File: config.mk
export PLATFORM = sky130hd
export DESIGN_NAME = bus_strobe_seq
export DESIGN_NICKNAME = d
export VERILOG_FILES = /design/src/rtl/bus_strobe_pkg.sv /design/src/rtl/bus_strobe_timebase.sv /design/src/rtl/bus_strobe_fetch.sv /design/src/rtl/bus_strobe_drive.sv /design/src/rtl/bus_strobe_seq.sv
export SDC_FILE = /design/constraint.sdc
export NUM_CORES = 1
export LEC_CHECK = 0
export BUFFER_PORTS_ARGS = -buffer_cell sky130_fd_sc_hd__buf_4
export CAP_MARGIN = 20
export CORE_AREA = 5 5 42 44
export DETAILED_ROUTE_END_ITERATION = 16
export DIE_AREA = 0 0 47 49
export PLACE_DENSITY = 0.69
export SYNTH_ARGS = -nofsm -noshare
export SYNTH_HDL_FRONTEND = slang
export SYNTH_SLANG_ARGS = --single-unit
File: constraint.sdc
create_clock -name clk_i -period 1.6 [get_ports clk_i]
set_clock_uncertainty 0.1 [all_clocks]
set_input_delay 0.32 -clock clk_i [delete_from_list [all_inputs] [get_ports clk_i]]
set_output_delay 0.32 -clock clk_i [all_outputs]
set_load 0.01 [all_outputs]
File: src/rtl/bus_strobe_pkg.sv
package bus_strobe_pkg;

  typedef enum logic [2:0] {
    SM_INT  = 3'd0,
    SM_EXT  = 3'd1,
    SM_MOVX = 3'd2,
    SM_IDLE = 3'd3,
    SM_HALT = 3'd4
  } strobe_mode_e;

endpackage

File: src/rtl/bus_strobe_timebase.sv
module bus_strobe_timebase #(
  parameter int STATES = 6,
  parameter int PHASES = 2,
  localparam int ST_W = (STATES > 1) ? $clog2(STATES) : 1,
  localparam int PH_W = (PHASES > 1) ? $clog2(PHASES) : 1
) (
  input  logic            clk_i,
  input  logic            rst_i,
  input  logic            pwr_down_i,
  output logic [ST_W-1:0] state_o,
  output logic [PH_W-1:0] phase_o,
  output logic            cyc_end_o,
  output logic            halt_o
);

  localparam logic [ST_W-1:0] ST_LAST = ST_W'(STATES - 1);
  localparam logic [PH_W-1:0] PH_LAST = PH_W'(PHASES - 1);

  logic            halted_q;
  logic [ST_W-1:0] state_q;
  logic [PH_W-1:0] phase_q;
  logic            step_state;

  assign halt_o = halted_q | pwr_down_i;

  always_ff @(posedge clk_i) begin
    if (rst_i)           halted_q <= 1'b0;
    else if (pwr_down_i) halted_q <= 1'b1;
  end

  generate
    if (PHASES > 1) begin : g_phase
      always_ff @(posedge clk_i) begin
        if (rst_i)        phase_q <= '0;
        else if (!halt_o) phase_q <= (phase_q == PH_LAST) ? '0 : phase_q + 1'b1;
      end
      assign step_state = (phase_q == PH_LAST);
    end else begin : g_single_phase
      assign phase_q    = '0;
      assign step_state = 1'b1;
    end
  endgenerate

  always_ff @(posedge clk_i) begin
    if (rst_i) begin
      state_q <= '0;
    end else if (!halt_o && step_state) begin
      state_q <= (state_q == ST_LAST) ? '0 : state_q + 1'b1;
    end
  end

  assign state_o   = state_q;
  assign phase_o   = phase_q;
  assign cyc_end_o = (state_q == ST_LAST) && (phase_q == PH_LAST) && !halt_o;

  // the slot after the last one of a machine cycle is slot 0
  p_wrap_r1: assert property (@(posedge clk_i) disable iff (rst_i)
    cyc_end_o |=> (state_q == '0) && (phase_q == '0));

endmodule

File: src/rtl/bus_strobe_fetch.sv
module bus_strobe_fetch #(
  parameter int PC_W         = 16,
  parameter int INT_MEM_SIZE = 32768
) (
  input  logic            clk_i,
  input  logic            rst_i,
  input  logic            ext_access_i,
  input  logic [PC_W-1:0] pc_i,
  input  logic            movx_req_i,
  input  logic            cyc_end_i,
  output logic            ea_lat_o,
  output logic            cyc_ext_o,
  output logic            cyc_movx_o
);

  localparam logic [PC_W:0] LIMIT = (PC_W + 1)'(INT_MEM_SIZE);

  logic ea_lat_q, ext_q, movx_q;
  logic pc_beyond;

  assign pc_beyond = ({1'b0, pc_i} >= LIMIT);

  always_ff @(posedge clk_i) begin
    if (rst_i) begin
      ea_lat_q <= ext_access_i;
      ext_q    <= !ext_access_i || pc_beyond;
      movx_q   <= 1'b0;
    end else if (cyc_end_i) begin
      ext_q    <= !ea_lat_q || pc_beyond;
      movx_q   <= movx_req_i;
    end
  end

  assign ea_lat_o   = ea_lat_q;
  assign cyc_ext_o  = ext_q;
  assign cyc_movx_o = movx_q;

  // the captured pin level never moves outside reset
  p_ea_hold_r4: assert property (@(posedge clk_i) disable iff (rst_i)
    !$past(rst_i) |-> $stable(ea_lat_q));

  // the data-move flag only changes on a machine-cycle boundary
  p_movx_boundary_r8: assert property (@(posedge clk_i) disable iff (rst_i)
    (!$past(rst_i) && !$past(cyc_end_i)) |-> $stable(movx_q));

  // with the pin latched low every cycle after a boundary is external
  p_ext_when_low_r6: assert property (@(posedge clk_i) disable iff (rst_i)
    (!ea_lat_q && $past(cyc_end_i) && !$past(rst_i)) |-> ext_q);

endmodule

File: src/rtl/bus_strobe_drive.sv
module bus_strobe_drive
  import bus_strobe_pkg::*;
#(
  parameter int STATES = 6,
  parameter int PHASES = 2,
  localparam int ST_W = (STATES > 1) ? $clog2(STATES) : 1,
  localparam int PH_W = (PHASES > 1) ? $clog2(PHASES) : 1
) (
  input  logic            clk_i,
  input  logic            rst_i,
  input  logic [ST_W-1:0] state_i,
  input  logic [PH_W-1:0] phase_i,
  input  logic            cyc_ext_i,
  input  logic            cyc_movx_i,
  input  logic            quiet_ale_i,
  input  logic            idle_i,
  input  logic            halt_i,
  output logic            ale_o,
  output logic            psen_n_o
);

  localparam logic [ST_W-1:0] S_A0  = ST_W'(0);
  localparam logic [ST_W-1:0] S_A0B = ST_W'(1);
  localparam logic [ST_W-1:0] S_A1  = ST_W'(STATES / 2);
  localparam logic [ST_W-1:0] S_A1B = ST_W'(STATES / 2 + 1);
  localparam logic [PH_W-1:0] P_LAST = PH_W'(PHASES - 1);

  strobe_mode_e mode;
  logic ale_slot, movx_slot, fetch_win;
  logic ale_d, psen_n_d;
  logic ale_q, psen_n_q, idle_seen_q;

  assign ale_slot  = (phase_i == P_LAST) && ((state_i == S_A0) || (state_i == S_A1));
  assign movx_slot = (phase_i == P_LAST) && (state_i == S_A1);
  assign fetch_win = (state_i == S_A0) || (state_i == S_A0B) ||
                     (state_i == S_A1) || (state_i == S_A1B);

  always_comb begin
    if (halt_i)          mode = SM_HALT;
    else if (idle_i)     mode = SM_IDLE;
    else if (cyc_movx_i) mode = SM_MOVX;
    else if (cyc_ext_i)  mode = SM_EXT;
    else                 mode = SM_INT;
  end

  always_comb begin
    ale_d    = 1'b0;
    psen_n_d = 1'b1;
    unique case (mode)
      SM_HALT: begin ale_d = 1'b0;                    psen_n_d = 1'b1;       end
      SM_IDLE: begin ale_d = quiet_ale_i | ale_slot;  psen_n_d = 1'b1;       end
      SM_MOVX: begin ale_d = movx_slot;               psen_n_d = 1'b1;       end
      SM_EXT:  begin ale_d = ale_slot;                psen_n_d = !fetch_win; end
      SM_INT:  begin ale_d = ale_slot & !quiet_ale_i; psen_n_d = 1'b1;       end
      default: begin ale_d = 1'b0;                    psen_n_d = 1'b1;       end
    endcase
  end

  always_ff @(posedge clk_i) begin
    if (rst_i) begin
      ale_q       <= 1'b0;
      psen_n_q    <= 1'b1;
      idle_seen_q <= 1'b0;
    end else begin
      ale_q       <= ale_d;
      psen_n_q    <= psen_n_d;
      idle_seen_q <= idle_i;
    end
  end

  assign ale_o    = ale_q;
  assign psen_n_o = psen_n_q;

  // two ALE-high periods in a row only come from idle with the quiet bit
  p_ale_single_r1: assert property (@(posedge clk_i) disable iff (rst_i)
    (ale_q && $past(ale_q)) |-> $past(idle_i));

  // a fetch strobe starts only at the first phase of a fetch window
  p_psen_start_r2: assert property (@(posedge clk_i) disable iff (rst_i)
    ($fell(psen_n_q) && !$past(idle_seen_q)) |->
      ($past(phase_i) == '0) && (($past(state_i) == S_A0) || ($past(state_i) == S_A1)));

  // no fetch strobe in a cycle that is not an external fetch
  p_psen_int_r3: assert property (@(posedge clk_i) disable iff (rst_i)
    !$past(cyc_ext_i) |-> psen_n_q);

  // data-move cycles carry no fetch strobe
  p_movx_psen_r8: assert property (@(posedge clk_i) disable iff (rst_i)
    $past(cyc_movx_i) |-> psen_n_q);

  // power-down leaves both strobes at rest
  p_halt_quiet_r10: assert property (@(posedge clk_i) disable iff (rst_i)
    $past(halt_i) |-> (!ale_q && psen_n_q));

endmodule

File: src/rtl/bus_strobe_seq.sv
module bus_strobe_seq #(
  parameter int STATES       = 6,
  parameter int PHASES       = 2,
  parameter int PC_W         = 16,
  parameter int INT_MEM_SIZE = 32768
) (
  input  logic            clk_i,
  input  logic            rst_i,
  input  logic            ext_access_i,
  input  logic            quiet_ale_i,
  input  logic            idle_i,
  input  logic            pwr_down_i,
  input  logic [PC_W-1:0] pc_i,
  input  logic            movx_req_i,
  output logic            ale_o,
  output logic            psen_n_o,
  output logic            ext_access_latched_o
);

  localparam int ST_W = (STATES > 1) ? $clog2(STATES) : 1;
  localparam int PH_W = (PHASES > 1) ? $clog2(PHASES) : 1;

  logic [ST_W-1:0] state;
  logic [PH_W-1:0] phase;
  logic cyc_end, halt, cyc_ext, cyc_movx;

  bus_strobe_timebase #(.STATES(STATES), .PHASES(PHASES)) u_time (
    .clk_i      (clk_i),
    .rst_i      (rst_i),
    .pwr_down_i (pwr_down_i),
    .state_o    (state),
    .phase_o    (phase),
    .cyc_end_o  (cyc_end),
    .halt_o     (halt)
  );

  bus_strobe_fetch #(.PC_W(PC_W), .INT_MEM_SIZE(INT_MEM_SIZE)) u_fetch (
    .clk_i        (clk_i),
    .rst_i        (rst_i),
    .ext_access_i (ext_access_i),
    .pc_i         (pc_i),
    .movx_req_i   (movx_req_i),
    .cyc_end_i    (cyc_end),
    .ea_lat_o     (ext_access_latched_o),
    .cyc_ext_o    (cyc_ext),
    .cyc_movx_o   (cyc_movx)
  );

  bus_strobe_drive #(.STATES(STATES), .PHASES(PHASES)) u_drive (
    .clk_i       (clk_i),
    .rst_i       (rst_i),
    .state_i     (state),
    .phase_i     (phase),
    .cyc_ext_i   (cyc_ext),
    .cyc_movx_i  (cyc_movx),
    .quiet_ale_i (quiet_ale_i),
    .idle_i      (idle_i),
    .halt_i      (halt),
    .ale_o       (ale_o),
    .psen_n_o    (psen_n_o)
  );

  // strobes are at rest one edge after reset is seen
  p_reset_rest_r11: assert property (@(posedge clk_i)
    $past(rst_i) |-> (!ale_o && psen_n_o));

endmodule

==> summary.md, run 1 <==
| Metric | Value |
|---|---|
| Syn Area/Cell | `approximately 10 sq um` |
| Setup TNS | `0 ps` |
| Clock root cell | `clkbuf_4` |
| Synth-to-layout area growth | `25.9%` |
| PostCTS Resize Cnt | `0` |
| Site Rows | `14` |
| Pwr dens | `850 mW/mm^2` |
| Outcome | `finished clean` |
| Initial Util | `0.341` |
| Num CTS Buffers | `3` |
| First-pass GRT wire length | `1410 um` |
| Worst path cell trace | `or3b_1, or4_1, a21oi_1` |
| Final GP Congestion | `0.756` |
| Reg clk slew, reported paths | `60 ps` |
| Maximum VDD drop | `0.000413 V` |
| P_leak | `roughly 0.23 nW` |
| Post-route non-filler standard cell count | `78` |
| Detailed-route via count | `378` |
| Crit path kind | `reg2reg` |
| Clk_lat worst skew | `approximately 260 ps` |
| Max stage delay on crit path | `460 ps` |
| Drt total wl | `905 um` |
| Arr. time, crit path | `1590 ps` |
| Crit path max-delay cell type | `or3b_1` |
| Routed vias/inst | `4.85` |
| Number of global-route vias before repair | `approximately 340` |
| CP Capture Type | `flop` |
| CTS Buffer Depth | `2` |
| Fin nets | `88` |
| Hold Crit Class | `in2reg` |
| Final Power | `0.512 mW` |
| Initial DRT Pass Iterations | `1` |
| Sequential share of the synthesized area | `0.461` |
| CTS tree | `yes` |
| Max transition margin | `0.704` |
| Total setup buffers inserted after CTS | `0` |
| Final hold vios | `0` |
| Worst Hold Slack | `144 ps` |
| Critical Path Start Type | `flop` |
| Final Setup Violations | `0` |
| Mapped cell area | `478 sq um` |
| Synth warn | `0` |
| IO Port Bufs | `10` |
| Pin count of the biggest net entering global routing | `11` |
| Worst EP required | `approximately 1700 ps` |
| Achievable Freq | `0.667 GHz` |
| IO Count | `26` |
| Die area | `0.00230 sq mm` |
| Share of Yosys cell area claimed by the top area cell type | `0.335` |
| Avg WL per Cell | `between 10 and 15 um` |
| ANT nets after route | `0` |
| Initial detailed-routing violation count | `0` |
| Core Box Area | `~0.0014 sq mm` |
| Syn Nets | `72` |
| Antenna cell count | `0` |
| Aggregate global-route resource usage | `0.0849` |
| Measured slew at the worst slew-check pin | `roughly 440 ps` |
| Hold buffers post-CTS | `0` |
| Period minus WS final | `1500 ps` |
| Share of post-route cells with drive strength above 1 | `0.323` |
| Die W | `47 um` |
| H-Tree Level Count | `1` |
| Top post-synthesis cells by area | `dfxtp_1, edfxtp_1, mux2i_1` |
| Dominant cell type by area after synthesis | `dfxtp_1` |
| Cell Count Post-Placement | `75` |
| Initial antenna violation count | `0` |
| Max-cap violations | `0` |
| Fin. max-slew vios | `0` |
| Yosys reg bits | `10` |
| Die H | `49 um` |
| Period utilization | `0.937` |
| CTS sink cnt | `10` |
| Distinct cells, synth | `31` |
| Critical-path maximum fanout | `5` |
| GRT overflow | `0` |
| RSZ-0062 raised after global routing | `no` |
| Filler cell count | `145` |
| Post-Syn Instances | `48` |
| Post-DP HPWL | `around 690 um` |
| DRC | `0` |
## synthesized netlist by cell type
cell type / instances
dfxtp_1: 8
nor2_1: 4
a21oi_1: 3
edfxtp_1: 2
inv_1: 2
mux2i_1: 2
o21ai_0: 2
xnor2_1: 2
a21bo_2: 1
a21boi_0: 1
and2_1: 1
and2_2: 1
and3b_1: 1
buf_6: 1
clkbuf_2: 1
ha_1: 1
nand2_1: 1
nand3_1: 1
nand3b_1: 1
nand4_1: 1
nor3_1: 1
nor3b_1: 1
nor4b_1: 1
o211ai_1: 1
o21bai_1: 1
o31ai_1: 1
or2_2: 1
or3_1: 1
or3b_1: 1
or3b_2: 1
or4_1: 1
## worst paths after layout
kind | slack [ps] | from | cells after the start | endpoint
max | 100 | u_time.halted_q | 3 | u_time.state_o[1]
min | 140 | ext_access_i | 1 | u_fetch.ea_lat_o
max reg2reg | 100 | u_time.halted_q | 3 | u_time.state_o[1]
min reg2reg | 410 | u_fetch.cyc_movx_o | 2 | u_drive.psen_n_o
## report_power, final
group | leakage (nW) | switching [mW] | internal [mW] | total (mW)
logic | 0.132 | 0.0291 | 0.0384 | 0.0674
registers | 0.0842 | 0.00718 | 0.270 | 0.277
clock network | 0.0138 | 0.0806 | 0.0867 | 0.167
total | 0.230 | 0.117 | 0.395 | 0.512
## layer usage
metal | global-route usage | wire length [um]
met2 | 0.115 | 405
met3 | 0.0554 | 66
met5 | 0 | 0
met4 | 0.0138 | 0
met1 | 0.114 | 434
## flip-flops by register name, summed over array words and instances, names as in the netlist
signal              cells
u_drive.psen_n_o        1
u_fetch.ea_lat_o        1
u_time.halted_q         1
u_drive.ale_o           1
u_fetch.cyc_movx_o      1
u_time.phase_o          1
u_fetch.cyc_ext_o       1
u_time.state_o          3
## through the flow
stage                     instance area [sq um]   util  setup slack, ps
after floorplan                             478      -             76.9
after global placement                      579  0.413             26.9
after detailed placement                    579  0.413             17.0
after CTS                                   602  0.429             98.1
after global routing                        602  0.429             27.2
final                                       602  0.429              101
## area by class of cell
| class | count | area [sq um] | area share |
|---|---|---|---|
| multi-input cells | 34 | 234 | 0.389 |
| flip-flops and latches | 10 | 220 | 0.366 |
| repair buffers | 13 | 97.6 | 0.162 |
| clock buffers | 3 | 22.5 | 0.0374 |
| well taps | 16 | 20.0 | 0.0333 |
| inverters | 2 | 7.51 | 0.0125 |
## worst max-delay path, delay by kind of cell, from the launching register on
kind | cells | cell delay, ps
AO/OA/AOI/OAI | 1 | 130
AND/OR/NAND/NOR | 2 | 880
flip-flops | 1 | 320
## cells by family after synthesis
logic type	count (synthesis)	share of synthesized area
simple gates	19	0.249
compound gates	10	0.136
flops	10	0.461
buf+inv	4	0.0497
xor+xnor	2	0.0367
mux	2	0.0419
fa+ha+maj	1	0.0262
## cell usage in the layout, fill, tap and decap left out, drive strengths merged
master	n
xnor2	2
nand2	1
o21ai	2
ha	1
or2	1
nor2	4
a21oi	3
or3	1
o31ai	1
o21bai	1
nand3b	1
a21bo	1
buf	13
nor3	1
nor4b	1
nor3b	1
a21boi	1
or4	1
and2	2
dfxtp	8
and3b	1
clkbuf	3
edfxtp	2
nand3	1
nand4	1
inv	2
mux2i	2
o211ai	1
or3b	2
No activity file was read; power rests on OpenSTA's default activity.
==> inputs of run 2 (changes only) <==
CORE_AREA = 2 2 39 41   (was 5 5 42 44)
DIE_AREA = 0 0 41 43   (was 0 0 47 49)
==> run 2 against run 1 <==
  * Setup slack better by 39 ps
  * First-iteration DRC count increased by 5
  * Routed wire length shrank 9.0%
  * Sequential share of layout area down 1.4 points
  * Core utilization rose by 2.3 points
  * Hold slack worse by 4.9 ps
  * Critical path depth is 1 higher
  * Largest power group unchanged
  * Highest routed layer is now met4
==> summary.md, run 2 (synthesis results as in run 1) <==
| Metric | Value |
|---|---|
| Crit Reg-Reg Endpoint | `u_time.state_o[2]` |
| Post-route non-filler standard cell count | `80 (+2.6%)` |
| Max transition margin | `0.726 (+0.0219)` |
| Die H | `43 um (-12%)` |
| Reg clk slew, reported paths | `70 ps (about the same)` |
| Max-cap violations | `0 (unchanged)` |
| ANT nets after route | `0 (unchanged)` |
| Total setup buffers inserted after CTS | `0 (unchanged)` |
| Final hold vios | `0 (unchanged)` |
| Outcome | `finished clean` |
| Switch Pwr | `0.124 mW (+6.3%)` |
| Post-placement cell area | `587 sq um (+1.3%)` |
| Initial antenna violation count | `0 (unchanged)` |
| Crit path kind | `reg2reg` |
| R2R Path Start | `u_time.state_o[2]` |
| Maximum VDD drop | `0.000499 V (+21%)` |
| Leading cell type in the layout, fill and taps excluded | `buf_4` |
| Max reg flops | `3 (unchanged)` |
| First-pass GRT wire length | `1470 um (+3.9%)` |
| Post-DP HPWL | `642 um (-6.4%)` |
| Cell Count Post-Placement | `76 (+1.3%)` |
| Setup TNS | `0 ps (unchanged)` |
| Core Box Area | `0.00138 sq mm (-1.2%)` |
| R2R Setup Slk | `140 ps (+40 ps)` |
| Pwr dens | `919 mW/mm^2 (+8.2%)` |
| P_leak | `0.243 nW (+5.9%)` |
| Share of post-route cells with drive strength above 1 | `0.359 (+0.0368)` |
| Most frequent cells in the layout | `buf_4, dfxtp_1, nor2_1, a21oi_1, clkbuf_4` |
| Clock root cell | `clkbuf_4` |
| Routed vias/inst | `4.81 (-0.69%)` |
| Critical-path maximum fanout | `7 (+2)` |
| Final instance area | `626 sq um (+4.0%)` |
| Fin. max-slew vios | `0 (unchanged)` |
| Seq pwr share | `0.479 (-0.062)` |
| Sw frac | `0.216 (-0.0125)` |
| Final core utilization | `0.452 (+0.0226)` |
| CP Launch Point | `u_time.state_o[2]` |
| Detailed-route via count | `385 (+1.9%)` |
| GRT overflow | `0 (unchanged)` |
| Hold path depth | `1 (unchanged)` |
| Measured slew at the worst slew-check pin | `405 ps (-32.4 ps)` |
| Clock share of power | `0.394 (+0.067)` |
| Cells on worst reg2reg path | `4 (+1)` |
| DRC | `0 (unchanged)` |
| Comb pwr share | `0.128 (-0.004)` |
| Num CTS Buffers | `3 (unchanged)` |
| Clk_lat worst skew | `270 ps (about the same)` |
| Critical Path Start Type | `flop` |
| Number of global-route vias before repair | `381 (+13%)` |
| Die area | `0.00176 sq mm (-23%)` |
| Period utilization | `0.912 (-0.0243)` |
| Worst Hold Slack | `140 ps (-4.88 ps)` |
| Antenna cell count | `0 (unchanged)` |
| Worst EP required | `1700 ps (about the same)` |
| Synth-to-layout area growth | `30.9%` |
| Hold buffers post-CTS | `0 (unchanged)` |
| Initial Util | `0.345 (+0.00432)` |
| Die W | `41 um (-13%)` |
| CP Capture Type | `flop` |
| Initial detailed-routing violation count | `5 (+5)` |
| Pin count of the biggest net entering global routing | `11 (unchanged)` |
| RSZ-0062 raised after global routing | `no` |
| IO Port Bufs | `10 (unchanged)` |
| Drt total wl | `824 um (-9.0%)` |
| Site Rows | `14 (unchanged)` |
| IO Count | `26 (unchanged)` |
| H-Tree Level Count | `1 (unchanged)` |
| Internal | `0.451 mW (+14%)` |
| Final GP Congestion | `0.770 (+1.9%)` |
| Achievable Freq | `0.685 GHz (+2.7%)` |
| Period minus WS final | `1460 ps (-38.9 ps)` |
| Arr. time, crit path | `1560 ps (-30 ps)` |
| CTS Buffer Depth | `2 (unchanged)` |
| Fin nets | `89 (+1.1%)` |
| Initial DRT Pass Iterations | `4 (+3)` |
| CTS tree | `yes` |
| CTS sink cnt | `10 (unchanged)` |
| Avg WL per Cell | `10.3 um (-11%)` |
| Hold Crit Class | `in2reg` |
| Aggregate global-route resource usage | `0.124 (+0.0389)` |
| PostCTS Resize Cnt | `0 (unchanged)` |
| Final Setup Violations | `0 (unchanged)` |
| Setup crit end | `u_time.state_o[2]` |
-- run 2: how the worst min path moves through the flow --
stage | slack, ps | startpoint | endpoint
floorplan | 320 | ext_access_i | u_fetch.ea_lat_o
finish | 140 | ext_access_i | u_fetch.ea_lat_o
CTS | 130 | ext_access_i | u_fetch.ea_lat_o
detailed placement | 410 | u_fetch.cyc_movx_o | u_drive.psen_n_o
global placement | 400 | u_time.halted_q | u_drive.psen_n_o
global route | 130 | ext_access_i | u_fetch.ea_lat_o
-- run 2: power groups by stage --
stage          Sequential [mW]  Combinational [mW]  Clock, mW
2_1_floorplan            0.285              0.0344          0
3_3_place_gp             0.281              0.0713          0
3_5_place_dp             0.281              0.0726          0
4_1_cts                  0.275              0.0729      0.234
5_1_grt                  0.277              0.0816      0.247
6_report                 0.275              0.0733      0.226
-- run 2: critical path: stages (launching register included) --
cell and delay (ps):
dfxtp_1 430, inv_1 70, ha_1 280, or3_1 370
a21oi_1 140
-- run 2: routing by layer --
layer  vias up  wire length (um)  track usage
met4         0                18       0.0800
met3         2                35       0.0314
li1        204                 -            -
met5         -                 0            0
met1       170               346        0.142
met2         9               423        0.191
-- run 2: through the flow --
stage                     power (mW)  setup WS, ps
after detailed placement       0.354         -27.7
after global routing           0.606          69.8
after global placement         0.352         -6.75
final                          0.575           140
after floorplan                0.320          76.9
after CTS                      0.582          57.8
-- run 2: final cells by class --
type | instances | area [sq um]
Sequential cell | 10 | 220
Clock buffer | 4 | 36.3
Multi-Input combinational cell | 34 | 236
Tap cell | 16 | 20.0
Inverter | 2 | 7.51
Fill cell | 143 | 758
Timing Repair Buffer | 14 | 105
==> inputs of run 3 (changes only) <==
ABC_AREA = 1   (was default)
CORE_AREA = default   (was 2 2 39 41)
CORE_MARGIN = 2   (was default)
CORE_UTILIZATION = 38   (was default)
DIE_AREA = default   (was 0 0 41 43)
PLACE_DENSITY = 0.71   (was 0.69)
==> run 3 against run 2 <==
  * First-iteration DRC count up 40%
  * Cell area up 2.2%
  * Total power down 0.19%
  * Non-clock buffer count down 4
  * Setup slack better by 240 ps
  * Critical path depth down 3
  * Final cell count up 25%
  * Count of clock-buffer cells in the layout unchanged
  * Sequential power about the same
  * Combinational power down 3%
  * Largest cell class unchanged
  * Largest power group unchanged
  * Highest routed layer unchanged
==> summary.md, run 3 <==
| Metric | Value |
|---|---|
| Outcome | `finished clean` |
| Most frequent cells in the layout | `nand2_1, nor2_1, inv_1, buf_4, dfxtp_1` |
| DRC | `0 (unchanged)` |
| Crit path max-delay cell type | `edfxtp_1` |
| Measured slew at the worst slew-check pin | `201 ps (-204 ps)` |
| Mapped cell area | `509 sq um (+6.5%)` |
| GRT overflow | `0 (unchanged)` |
| Max-cap violations | `0 (unchanged)` |
| Final hold vios | `0 (unchanged)` |
| Yosys reg bits | `10 (unchanged)` |
| Site Rows | `13 (-1)` |
| Detailed-route via count | `478 (+24%)` |
| Sequential share of the synthesized area | `0.432 (-0.0283)` |
| Reg clk slew, reported paths | `60 ps (about the same)` |
| CTS tree | `yes` |
| Die H | `40.6 um (-5.6%)` |
| Synth-to-layout area growth | `25.6%` |
| Worst path cell trace | `buf_4` |
| Achievable Freq | `0.819 GHz (+20%)` |
| Arr. time, crit path | `800 ps (-760 ps)` |
| ANT nets after route | `0 (unchanged)` |
| CTS Buffer Depth | `2 (unchanged)` |
| IO Count | `26 (unchanged)` |
| Die area | `0.00165 sq mm (-6.5%)` |
| P_leak | `0.295 nW (+21%)` |
| Fin. max-slew vios | `0 (unchanged)` |
| Avg WL per Cell | `10.1 um (-2.0%)` |
| Post-DP HPWL | `823 um (+28%)` |
| Switch Pwr | `0.136 mW (+9.7%)` |
| Internal | `0.438 mW (-2.9%)` |
| CTS sink cnt | `10 (unchanged)` |
| Most common library cells after synthesis | `nand2_1, nor2_1, inv_1` |
| Worst EP required | `1180 ps (-520 ps)` |
| Clock share of power | `0.395 (about the same)` |
| Aggregate global-route resource usage | `0.176 (+0.0519)` |
| Critical Path Start Type | `flop` |
| Initial DRT Pass Iterations | `4 (unchanged)` |
| Distinct cells, synth | `16 (-48%)` |
| Routed vias/inst | `4.78 (-0.68%)` |
| First-pass GRT wire length | `1790 um (+22%)` |
| Seq pwr share | `0.481 (+0.002)` |
| IO Port Bufs | `10 (unchanged)` |
| Synth async-reset ratio | `0 (unchanged)` |
| Max stage delay on crit path | `380 ps (-50 ps)` |
| Most used standard cell by instance count after synthesis | `nand2_1` |
| Comb pwr share | `0.124 (-0.004)` |
| Final GP Congestion | `0.839 (+8.9%)` |
| Initial Util | `0.401 (+0.0560)` |
| Period minus WS final | `1220 ps (-239 ps)` |
| Post-synth EDFFs | `2 (unchanged)` |
| Clk_lat worst skew | `270 ps (about the same)` |
| Maximum VDD drop | `0.000529 V (+6.0%)` |
| Top routing layer in use | `met4` |
| Crit path buf inv count | `1 (unchanged)` |
| Fin nets | `110 (+24%)` |
| Max transition margin | `0.865 (+0.139)` |
| RSZ-0062 raised after global routing | `no` |
| Share of post-route cells with drive strength above 1 | `0.271 (-0.0888)` |
| Crit path kind | `reg2out` |
| Share of Yosys cell area claimed by the top area cell type | `0.314 (-0.0206)` |
| Hold Crit Class | `in2reg` |
| CP Capture Type | `output port` |
| PostCTS Resize Cnt | `0 (unchanged)` |
| Total setup buffers inserted after CTS | `0 (unchanged)` |
| H-Tree Level Count | `1 (unchanged)` |
| Critical-path maximum fanout | `2 (-5)` |
| Initial detailed-routing violation count | `7 (+2)` |
| Top post-synthesis cells by area | `dfxtp_1, edfxtp_1, nand2_1` |
| Pwr dens | `898 mW/mm^2 (-2.3%)` |
| Final Setup Violations | `0 (unchanged)` |
| Antenna cell count | `0 (unchanged)` |
| Setup TNS | `0 ps (unchanged)` |
| Sw frac | `0.237 (+0.0213)` |
| Clock root cell | `clkbuf_4` |
| CP top delay family | `flip-flops` |
| Core Box Area | `0.00127 sq mm (-8.3%)` |
| Dominant cell type by area after synthesis | `dfxtp_1` |
| Number of global-route vias before repair | `450 (+18%)` |
| Pin count of the biggest net entering global routing | `10 (-1)` |
| Final Power | `0.574 mW (-0.19%)` |
| Die W | `40.6 um (-0.96%)` |
| Initial antenna violation count | `0 (unchanged)` |
| Ys flop type | `dfxtp_1` |
| Leading cell type in the layout, fill and taps excluded | `nand2_1` |
| Drt total wl | `1010 um (+22%)` |
| Synth warn | `0 (unchanged)` |
| Max reg flops | `3 (unchanged)` |
| Syn Area/Cell | `7.17 sq um (-28%)` |
| Filler cell count | `135 (-5.6%)` |
| Num CTS Buffers | `3 (unchanged)` |
| Syn Nets | `95 (+32%)` |
| Met1 WL | `454 um (+31%)` |
| Hold buffers post-CTS | `0 (unchanged)` |
| DR WL met3 | `47 um (+34%)` |
| Period utilization | `0.763 (-0.149)` |
| WL met2 | `499 um (+18%)` |
| Post-Syn Instances | `71 (+48%)` |
-- run 3: cell families after synthesis --
family          synth area share
compound gates            0.0884
fa+ha+maj                 0.0246
buf+inv                   0.0885
flops                      0.432
simple gates               0.366
-- run 3: layout make-up --
class                      instances  area (sq um)  share of cell area
inverter                          12          45.0              0.0705
timing repair buffer              10          75.1               0.117
sequential                        10           220               0.344
clock buffer                       4          36.3              0.0568
tap                               15          18.8              0.0294
multi-input combinational         49           244               0.382
-- run 3: path summary, 6_finish.rpt --
kind,startpoint,to,slack (ps),depth (start not counted)
worst max register to register,u_time.state_o[0],u_fetch.cyc_ext_o,400,4
worst min register to register,u_time.state_o[2],u_time.state_o[2],420,2
worst min-delay path,ext_access_i,u_fetch.ea_lat_o,140,1
worst max-delay path,u_fetch.ea_lat_o,ext_access_latched_o,380,1
-- run 3: power groups by stage --
stage | sequential (mW) | combinational [mW] | clock, mW
2_1_floorplan | 0.283 | 0.0401 | 0
3_3_place_gp | 0.281 | 0.0695 | 0
3_5_place_dp | 0.282 | 0.0712 | 0
4_1_cts | 0.276 | 0.0719 | 0.233
5_1_grt | 0.278 | 0.0809 | 0.246
6_report | 0.276 | 0.0714 | 0.227
-- run 3: layer usage --
metal / up-vias / global-route usage
li1: 251 / -
met1: 216 / 0.173
met2: 8 / 0.298
met3: 3 / 0.100
met4: 0 / 0.0750
met5: - / 0
-- run 3: stage by stage --
step / area, sq um / util / cells / hold slack, ps / setup WS, ps
2_1_floorplan: 509 / - / 71 / 292 / 484
3_3_place_gp: 603 / 0.475 / 96 / 406 / 371
3_5_place_dp: 603 / 0.475 / 96 / 407 / 377
4_1_cts: 639 / 0.504 / 100 / 132 / 369
5_1_grt: 639 / 0.504 / 100 / 132 / 310
6_report: 639 / 0.504 / 100 / 140 / 379
